`src/rtl/fault_mon_pkg.sv`:
```
`timescale 1ns/1ps
package fault_mon_pkg;

  localparam int SEL_W = 4;

  typedef enum logic [1:0] {
    CLS_NONE    = 2'd0,
    CLS_FATAL   = 2'd1,
    CLS_THERMAL = 2'd2
  } err_class_e;

  // strobes from control to datapath
  typedef struct packed {
    logic             capture;
    logic [SEL_W-1:0] selIdx;
  } latch_ctl_t;

endpackage

```
`src/rtl/fault_datapath.sv`:
```
`timescale 1ns/1ps
module fault_datapath
  import fault_mon_pkg::*;
#(
  parameter int NUM_RAILS   = 3,
  parameter int NUM_SENSORS = 3,
  parameter int TEMP_W      = 8,
  parameter int CODE_W      = 8,
  localparam int FAULT_N    = NUM_RAILS + 1 + NUM_SENSORS,
  localparam int BUS_IDX    = NUM_RAILS
) (
  input  logic                               clk,
  input  logic                               rstN,
  input  logic                               runEnable,
  input  logic [NUM_RAILS-1:0]               railGood,
  input  logic                               busLost,
  input  logic [NUM_SENSORS-1:0][TEMP_W-1:0] tempIn,
  input  logic [NUM_SENSORS-1:0][TEMP_W-1:0] tripLevel,
  input  latch_ctl_t                         ctl,
  output logic [FAULT_N-1:0]                 faultVec,
  output logic [CODE_W-1:0]                  errCode,
  output logic [1:0]                         errClass
);

  logic [FAULT_N-1:0] rawFault;

  // rails: qualified by run enable
  for (genvar r = 0; r < NUM_RAILS; r++) begin : g_rail
    assign rawFault[r] = runEnable & ~railGood[r];
  end

  assign rawFault[BUS_IDX] = busLost;

  // sensors: strictly above trip level
  for (genvar s = 0; s < NUM_SENSORS; s++) begin : g_sensor
    assign rawFault[BUS_IDX+1+s] = (tempIn[s] > tripLevel[s]);
  end

  always_ff @(posedge clk or negedge rstN) begin
    if (!rstN) faultVec <= '0;
    else       faultVec <= rawFault;
  end

  logic [CODE_W-1:0] nextCode;
  err_class_e        nextClass;

  always_comb begin
    nextCode  = CODE_W'(ctl.selIdx) + CODE_W'(1);
    nextClass = (int'(ctl.selIdx) <= BUS_IDX) ? CLS_FATAL : CLS_THERMAL;
  end

  always_ff @(posedge clk or negedge rstN) begin
    if (!rstN) begin
      errCode  <= '0;
      errClass <= CLS_NONE;
    end else if (ctl.capture) begin
      errCode  <= nextCode;
      errClass <= nextClass;
    end
  end

endmodule

```
`src/rtl/fault_control.sv`:
```
`timescale 1ns/1ps
module fault_control
  import fault_mon_pkg::*;
#(
  parameter int FAULT_N = 7
) (
  input  logic               clk,
  input  logic               rstN,
  input  logic [FAULT_N-1:0] faultVec,
  output latch_ctl_t         ctl,
  output logic               shutdownReq
);

  typedef enum logic {ST_ARMED, ST_HELD} mon_state_e;

  mon_state_e state;
  logic             anyHit;
  logic [SEL_W-1:0] winIdx;

  // lowest index wins
  always_comb begin
    anyHit = 1'b0;
    winIdx = '0;
    for (int i = FAULT_N - 1; i >= 0; i--) begin
      if (faultVec[i]) begin
        anyHit = 1'b1;
        winIdx = SEL_W'(i);
      end
    end
  end

  always_comb begin
    ctl.capture = (state == ST_ARMED) && anyHit;
    ctl.selIdx  = winIdx;
  end

  always_ff @(posedge clk or negedge rstN) begin
    if (!rstN) begin
      state       <= ST_ARMED;
      shutdownReq <= 1'b0;
    end else begin
      if (ctl.capture) state <= ST_HELD;
      shutdownReq <= (state == ST_HELD);
    end
  end

endmodule

```
`src/rtl/rail_thermal_monitor.sv`:
```
`timescale 1ns/1ps
module rail_thermal_monitor
  import fault_mon_pkg::*;
#(
  parameter int NUM_RAILS   = 3,
  parameter int NUM_SENSORS = 3,
  parameter int TEMP_W      = 8,
  parameter int CODE_W      = 8
) (
  input  logic                               clk,
  input  logic                               rstN,
  input  logic                               runEnable,
  input  logic [NUM_RAILS-1:0]               railGood,
  input  logic                               busLost,
  input  logic [NUM_SENSORS-1:0][TEMP_W-1:0] tempIn,
  input  logic [NUM_SENSORS-1:0][TEMP_W-1:0] tripLevel,
  output logic [CODE_W-1:0]                  errCode,
  output logic [1:0]                         errClass,
  output logic                               shutdownReq
);

  localparam int FAULT_N = NUM_RAILS + 1 + NUM_SENSORS;

  latch_ctl_t         ctl;
  logic [FAULT_N-1:0] faultVec;

  fault_datapath #(
    .NUM_RAILS(NUM_RAILS), .NUM_SENSORS(NUM_SENSORS),
    .TEMP_W(TEMP_W), .CODE_W(CODE_W)
  ) u_dp (
    .clk(clk), .rstN(rstN), .runEnable(runEnable), .railGood(railGood),
    .busLost(busLost), .tempIn(tempIn), .tripLevel(tripLevel), .ctl(ctl),
    .faultVec(faultVec), .errCode(errCode), .errClass(errClass)
  );

  fault_control #(.FAULT_N(FAULT_N)) u_ctl (
    .clk(clk), .rstN(rstN), .faultVec(faultVec), .ctl(ctl),
    .shutdownReq(shutdownReq)
  );

endmodule

```
`config.mk`:
```
export PLATFORM = sky130hd
export DESIGN_NAME = rail_thermal_monitor
export DESIGN_NICKNAME = d
export VERILOG_FILES = /design/src/rtl/fault_mon_pkg.sv /design/src/rtl/fault_datapath.sv /design/src/rtl/fault_control.sv /design/src/rtl/rail_thermal_monitor.sv
export SDC_FILE = /design/constraint.sdc
export NUM_CORES = 1
export LEC_CHECK = 0
export ABC_AREA = 1
export CELL_PAD_IN_SITES_DETAIL_PLACEMENT = 2
export CELL_PAD_IN_SITES_GLOBAL_PLACEMENT = 2
export CORE_MARGIN = 2
export CORE_UTILIZATION = 30
export CTS_CLUSTER_DIAMETER = 120
export DETAILED_ROUTE_END_ITERATION = 10
export DONT_BUFFER_PORTS = 1
export GPL_TIMING_DRIVEN = 1
export PLACE_DENSITY_LB_ADDON = 0.25
export SLEW_MARGIN = 20
export SYNTH_ARGS = -nofsm -noshare
export SYNTH_HDL_FRONTEND = slang
export SYNTH_SLANG_ARGS = --single-unit
```
`constraint.sdc`:
```
create_clock -name clk -period 1.5 [get_ports clk]
set_input_delay 0.225 -clock clk [delete_from_list [all_inputs] [get_ports clk]]
set_output_delay 0.225 -clock clk [all_outputs]
set_load 0.01 [all_outputs]
```
Yosys cells after proc, flatten, opt, wreduce, memory -nomap -nowiden:

Cells that the tools add are included.

* bits in latches: 0
* word-level logic and storage cells: 33
* output and inout port bits: 11
* input bits: 55
* memories kept: 0
* bits in read-only memories: 0
* register bits: 19
* RAM bits: 0

* multiply operators: 0
* shifts and indexed selects: 0
* eq/ne operators: 0
* reductions and logical operators: 1
* order comparisons: 4
* multiplexer cells: 15
* add/sub/neg operators: 1
* div/mod/pow operators: 0
* bitwise operators: 7

Operator list (number)
* $gt 8x8->1: 3
* $mux 4: 6
* $mux 1: 7
* $add 4x1->5 const B: 1
* $le 4x2->1 const B: 1
* $not 1->1: 4
* $and 1x1->1: 3
* $mux 3: 1
* $mux 2: 1
* $logic_and 1x1->1: 1

Logic depth before layout (Yosys ltp):

* word-level depth: 9
* depth in mapped cells: 13
* mapped depth without buffers: 13

Cells and area by module:

From an unflattened synthesis, not the netlist that was laid out.

* cells, all modules: 179
* area, all modules: 1307.5 sq um

By module, submodules not included
* fault_datapath: times used 1, cells an instance 153, sequential area each 350.3 sq um, area an instance 1146.1 sq um
* fault_control: times used 1, cells an instance 26, sequential area each 50.0 sq um, area an instance 161.4 sq um

Worst setup path after synthesis:

OpenSTA, ideal clock, no wires.

* kind: flip-flop to flip-flop
* start point: register u_dp.faultVec[3]
* end point: register u_dp.errCode[2]
* period minus slack after synthesis: 1.262 ns
* cell stages (with the launch flop): 13
* arrival time: 1.149 ns
* path buffers: 0
* slack: 0.238 ns
* setup time: 0.113 ns
* data required time: 1.387 ns
* cells stage by stage: dfrtp_1 o21bai_1 nand2_1 nand2_1 nand2_1 inv_1 ha_1 inv_1 nand2_1 nand2_1 nand2_1 nand2_1 inv_1

* longest elaborated chain between the ends: 5
* elaborated cells between the ends (all ways): 10
* classes of those cells: 1 x add/sub; 8 x mux; 1 x reduce/logical

Ends and longest elaborated chain
* start: declaration: RTL line fault_datapath.sv:20 `output logic [FAULT_N-1:0] faultVec,`
* start signal: assignment: RTL line fault_datapath.sv:41 `else faultVec <= rawFault;`
* $mux 4 or $mux 1 (tied branches) (4 in a row): RTL line fault_control.sv:25 `if (faultVec[i]) begin`
* $add 4x1->5 or $logic_and 1x1->1 (tied branches): RTL line fault_datapath.sv:48, fault_control.sv:33
* end signal: assignment: RTL line fault_datapath.sv:57 `errCode <= nextCode;`
* end: declaration: RTL line fault_datapath.sv:21 `output logic [CODE_W-1:0] errCode,`

Parallel ways exist; a longest one is shown, timed or not.
A chain may end at the register's enable or synchronous reset.

Final worst setup path:

Same ends and word-level chain as after synthesis.

==> out/metrics.yaml <==
status: "complete, no violations"
async_flop_share_pct: 100
rows: 23
drtIter0Drc: 12
startpoint_type: "flip-flop"
grt_pass1_wl_mm: 5.31
drtPass1Iterations: 4
synth_cells: 178
cts_tree: "yes"
antenna_found_initial: 0
overflow: 0
yosysMostFrequentCell: "inv_1"
cts-root-buf: "clkbuf_8"
die_x_um: 69.6
slew_violations: 0
place.gp.congestion: 0.745
setup_viol: 0
antenna_left: 0
end_kind: "flip-flop"
drive_above_1_share_pct: 9.73
power.total_w: 0.00108
power_density_nw_per_um2: 747
critical_path_buf_inv_count: 3
design_area_sq_um: 1440
area_growth_syn_to_layout_pct: 11.8
cp_slowest_cell: "dfrtp_1"
path_depth: 10
synth_area_per_cell_sq_um: 7.25
synthTopCellsByCount: "inv_1, nand2_1, ha_1"
internal_power_w: 0.000749
slew_headroom_pct: 53.8
coreArea_sq_um: 4060
clock_sinks: 15
route.detailed.drc: 0
fin_crit_ps: 1410
reg2regPathDepth: 10
hold_depth: 1
path_class: "flip-flop to flip-flop"
cp.required_ps: 1640
arrival_ps: 1550
crit_path_frequent_cell: "nand2_1"
antenna_cells: 0
grt_max_degree: 16
grt_pass1_vias: 1220
routed_wl_mm: 3.16
ctsLongestPathBuffers: 2
synth_cell_types: 17
htreeDepth: 1
fmax_ghz: 0.710
multi_input_area_sq_um: 756
regArea_sq_um: 375
cap_violations: 0
final_cell_count_no_fill: 235
io_buffers: 0
path_clk_slew_ps: 60
clk_latency_ps: 240
hpwl_mm: 2.84
worstMarginPinSlew_ps: 690
critPathTopFamily: "simple AND/OR/NAND/NOR gates"
irDropWorstVdd_uv: 272
hold_viol: 0
p_clk_share_pct: 29.0
ys.flop_type: "dfrtp_1"
ys_seq_elements: 15
dieArea_sq_um: 4840
finClkSkew_ps: 2.35
yosysWarnings: 0
yosysSeqAreaShare_pct: 29.1
viasPerCell: 4.75
initial_core_util_pct: 31.8
fin_setup_tns_ps: 0
wl_per_cell_um: 13.5
cp_slowest_stage_delay_ps: 380
finalNetCount: 266
critPathMaxFanout: 3
crit_chain: "buf_4 > nor2_2 > a21boi_2 > ha_4 > inv_1 > nand2_1 > nand2_1 > nand2_1 > nand2_1 > inv_1"
p_seq_share_pct: 44.9
synthDominantCellAreaShare_pct: 29.1
switchingPower_w: 0.000330
ys_top_cells_by_area: "dfrtp_1, ha_1, inv_1"
period_share_pct: 93.9
place_inst: 227
pwr-share-comb_pct: 26.1
placed_cell_area_sq_um: 1330
syn_area_sq_um: 1290
leakagePower_nw: 0.854
hold_ws_ps: 43.3
power_switching_share_pct: 30.6
nFillCells: 488
io_pins: 66
die_h_um: 69.6
hold_path_class: "input port to flip-flop"
synth-edff-count: 0
yosysTopAreaCell: "dfrtp_1"
vias: 1117
numCtsBuffers: 3
grt_use_total_pct: 13.6
## power groups by stage
stage               Combinational [W]  Sequential [W]  Clock [W]
floorplan                    0.000203        0.000481          0
global placement             0.000226        0.000486          0
detailed placement           0.000253        0.000490          0
CTS                          0.000266        0.000483   0.000328
global route                 0.000336        0.000488   0.000353
finish                       0.000281        0.000484   0.000313
## state kept, by name, summed over array words and instances (netlist names)
name and cells:
u_dp.errClass 2, u_dp.errCode 4, u_dp.faultVec 7, u_ctl.state 1, u_ctl.shutdownReq 1
## layout make-up
| type | instances | area share (%) |
|---|---|---|
| Sequential cell | 15 | 26.0 |
| Inverter | 45 | 11.7 |
| Clock buffer | 4 | 3.12 |
| Timing Repair Buffer | 4 | 2.43 |
| Tap cell | 50 | 4.34 |
| Multi-Input combinational cell | 117 | 52.4 |
## logic make-up after synthesis
family | after synthesis | share of synthesized area, %
fa+ha+maj | 25 | 24.2
simple gates | 71 | 22.5
other cells | 1 | 0.291
compound gates | 17 | 8.44
flops | 15 | 29.1
buf+inv | 49 | 15.4
## final timing paths
kind	startpoint	slack, ps	end
hold / removal	railGood[2]	40	u_dp.faultVec[2]
setup / recovery	u_dp.faultVec[3]	90	u_dp.errCode[2]
setup reg to reg	u_dp.faultVec[3]	90	u_dp.errCode[2]
max in group asynchronous	rstN	590	u_dp.faultVec[3]
hold reg to reg	u_ctl.state	430	u_ctl.shutdownReq
min in group asynchronous	rstN	470	u_dp.errCode[3]
## metal layers
| layer | track usage (%) | share of wire [%] | up-vias | routed length (um) |
|---|---|---|---|---|
| met4 | 1.31 | 0.54 | 0 | 17 |
| li1 | - | - | 541 | - |
| met5 | 0 | 0 | - | 0 |
| met2 | 27.5 | 60 | 34 | 1890 |
| met3 | 5.52 | 6.1 | 4 | 193 |
| met1 | 13.0 | 33 | 538 | 1060 |
## cell usage in the layout (no fill, tap or decap), types with 2 or more instances in the layout
master and count:
nor2_2 3, conb_1 4, inv_1 44, ha_1 24, dfrtp_1 15, nand2_2 4, dlygate4sd3_1 2, clkbuf_8 3
buf_4 2, a21oi_1 10, a21o_1 3, nand2_1 42, nor2_1 16, nand3_1 3
## what timing repair did
item                                   4_1_cts  5_1_grt
endpoints found under the hold margin       15        1
resized for setup                            0        8
buffers inserted                             0        2
hold buffers                                 1        1
setup endpoints to repair                    0        1
## stage by stage
step | util (%) | worst slack (ps)
floorplan | - | 238
global placement | 32.9 | 171
detailed placement | 32.9 | 86.6
CTS | 34.2 | 80.6
global route | 35.6 | -0.647
finish | 35.6 | 90.8
Power figures use the tool's default switching activity.
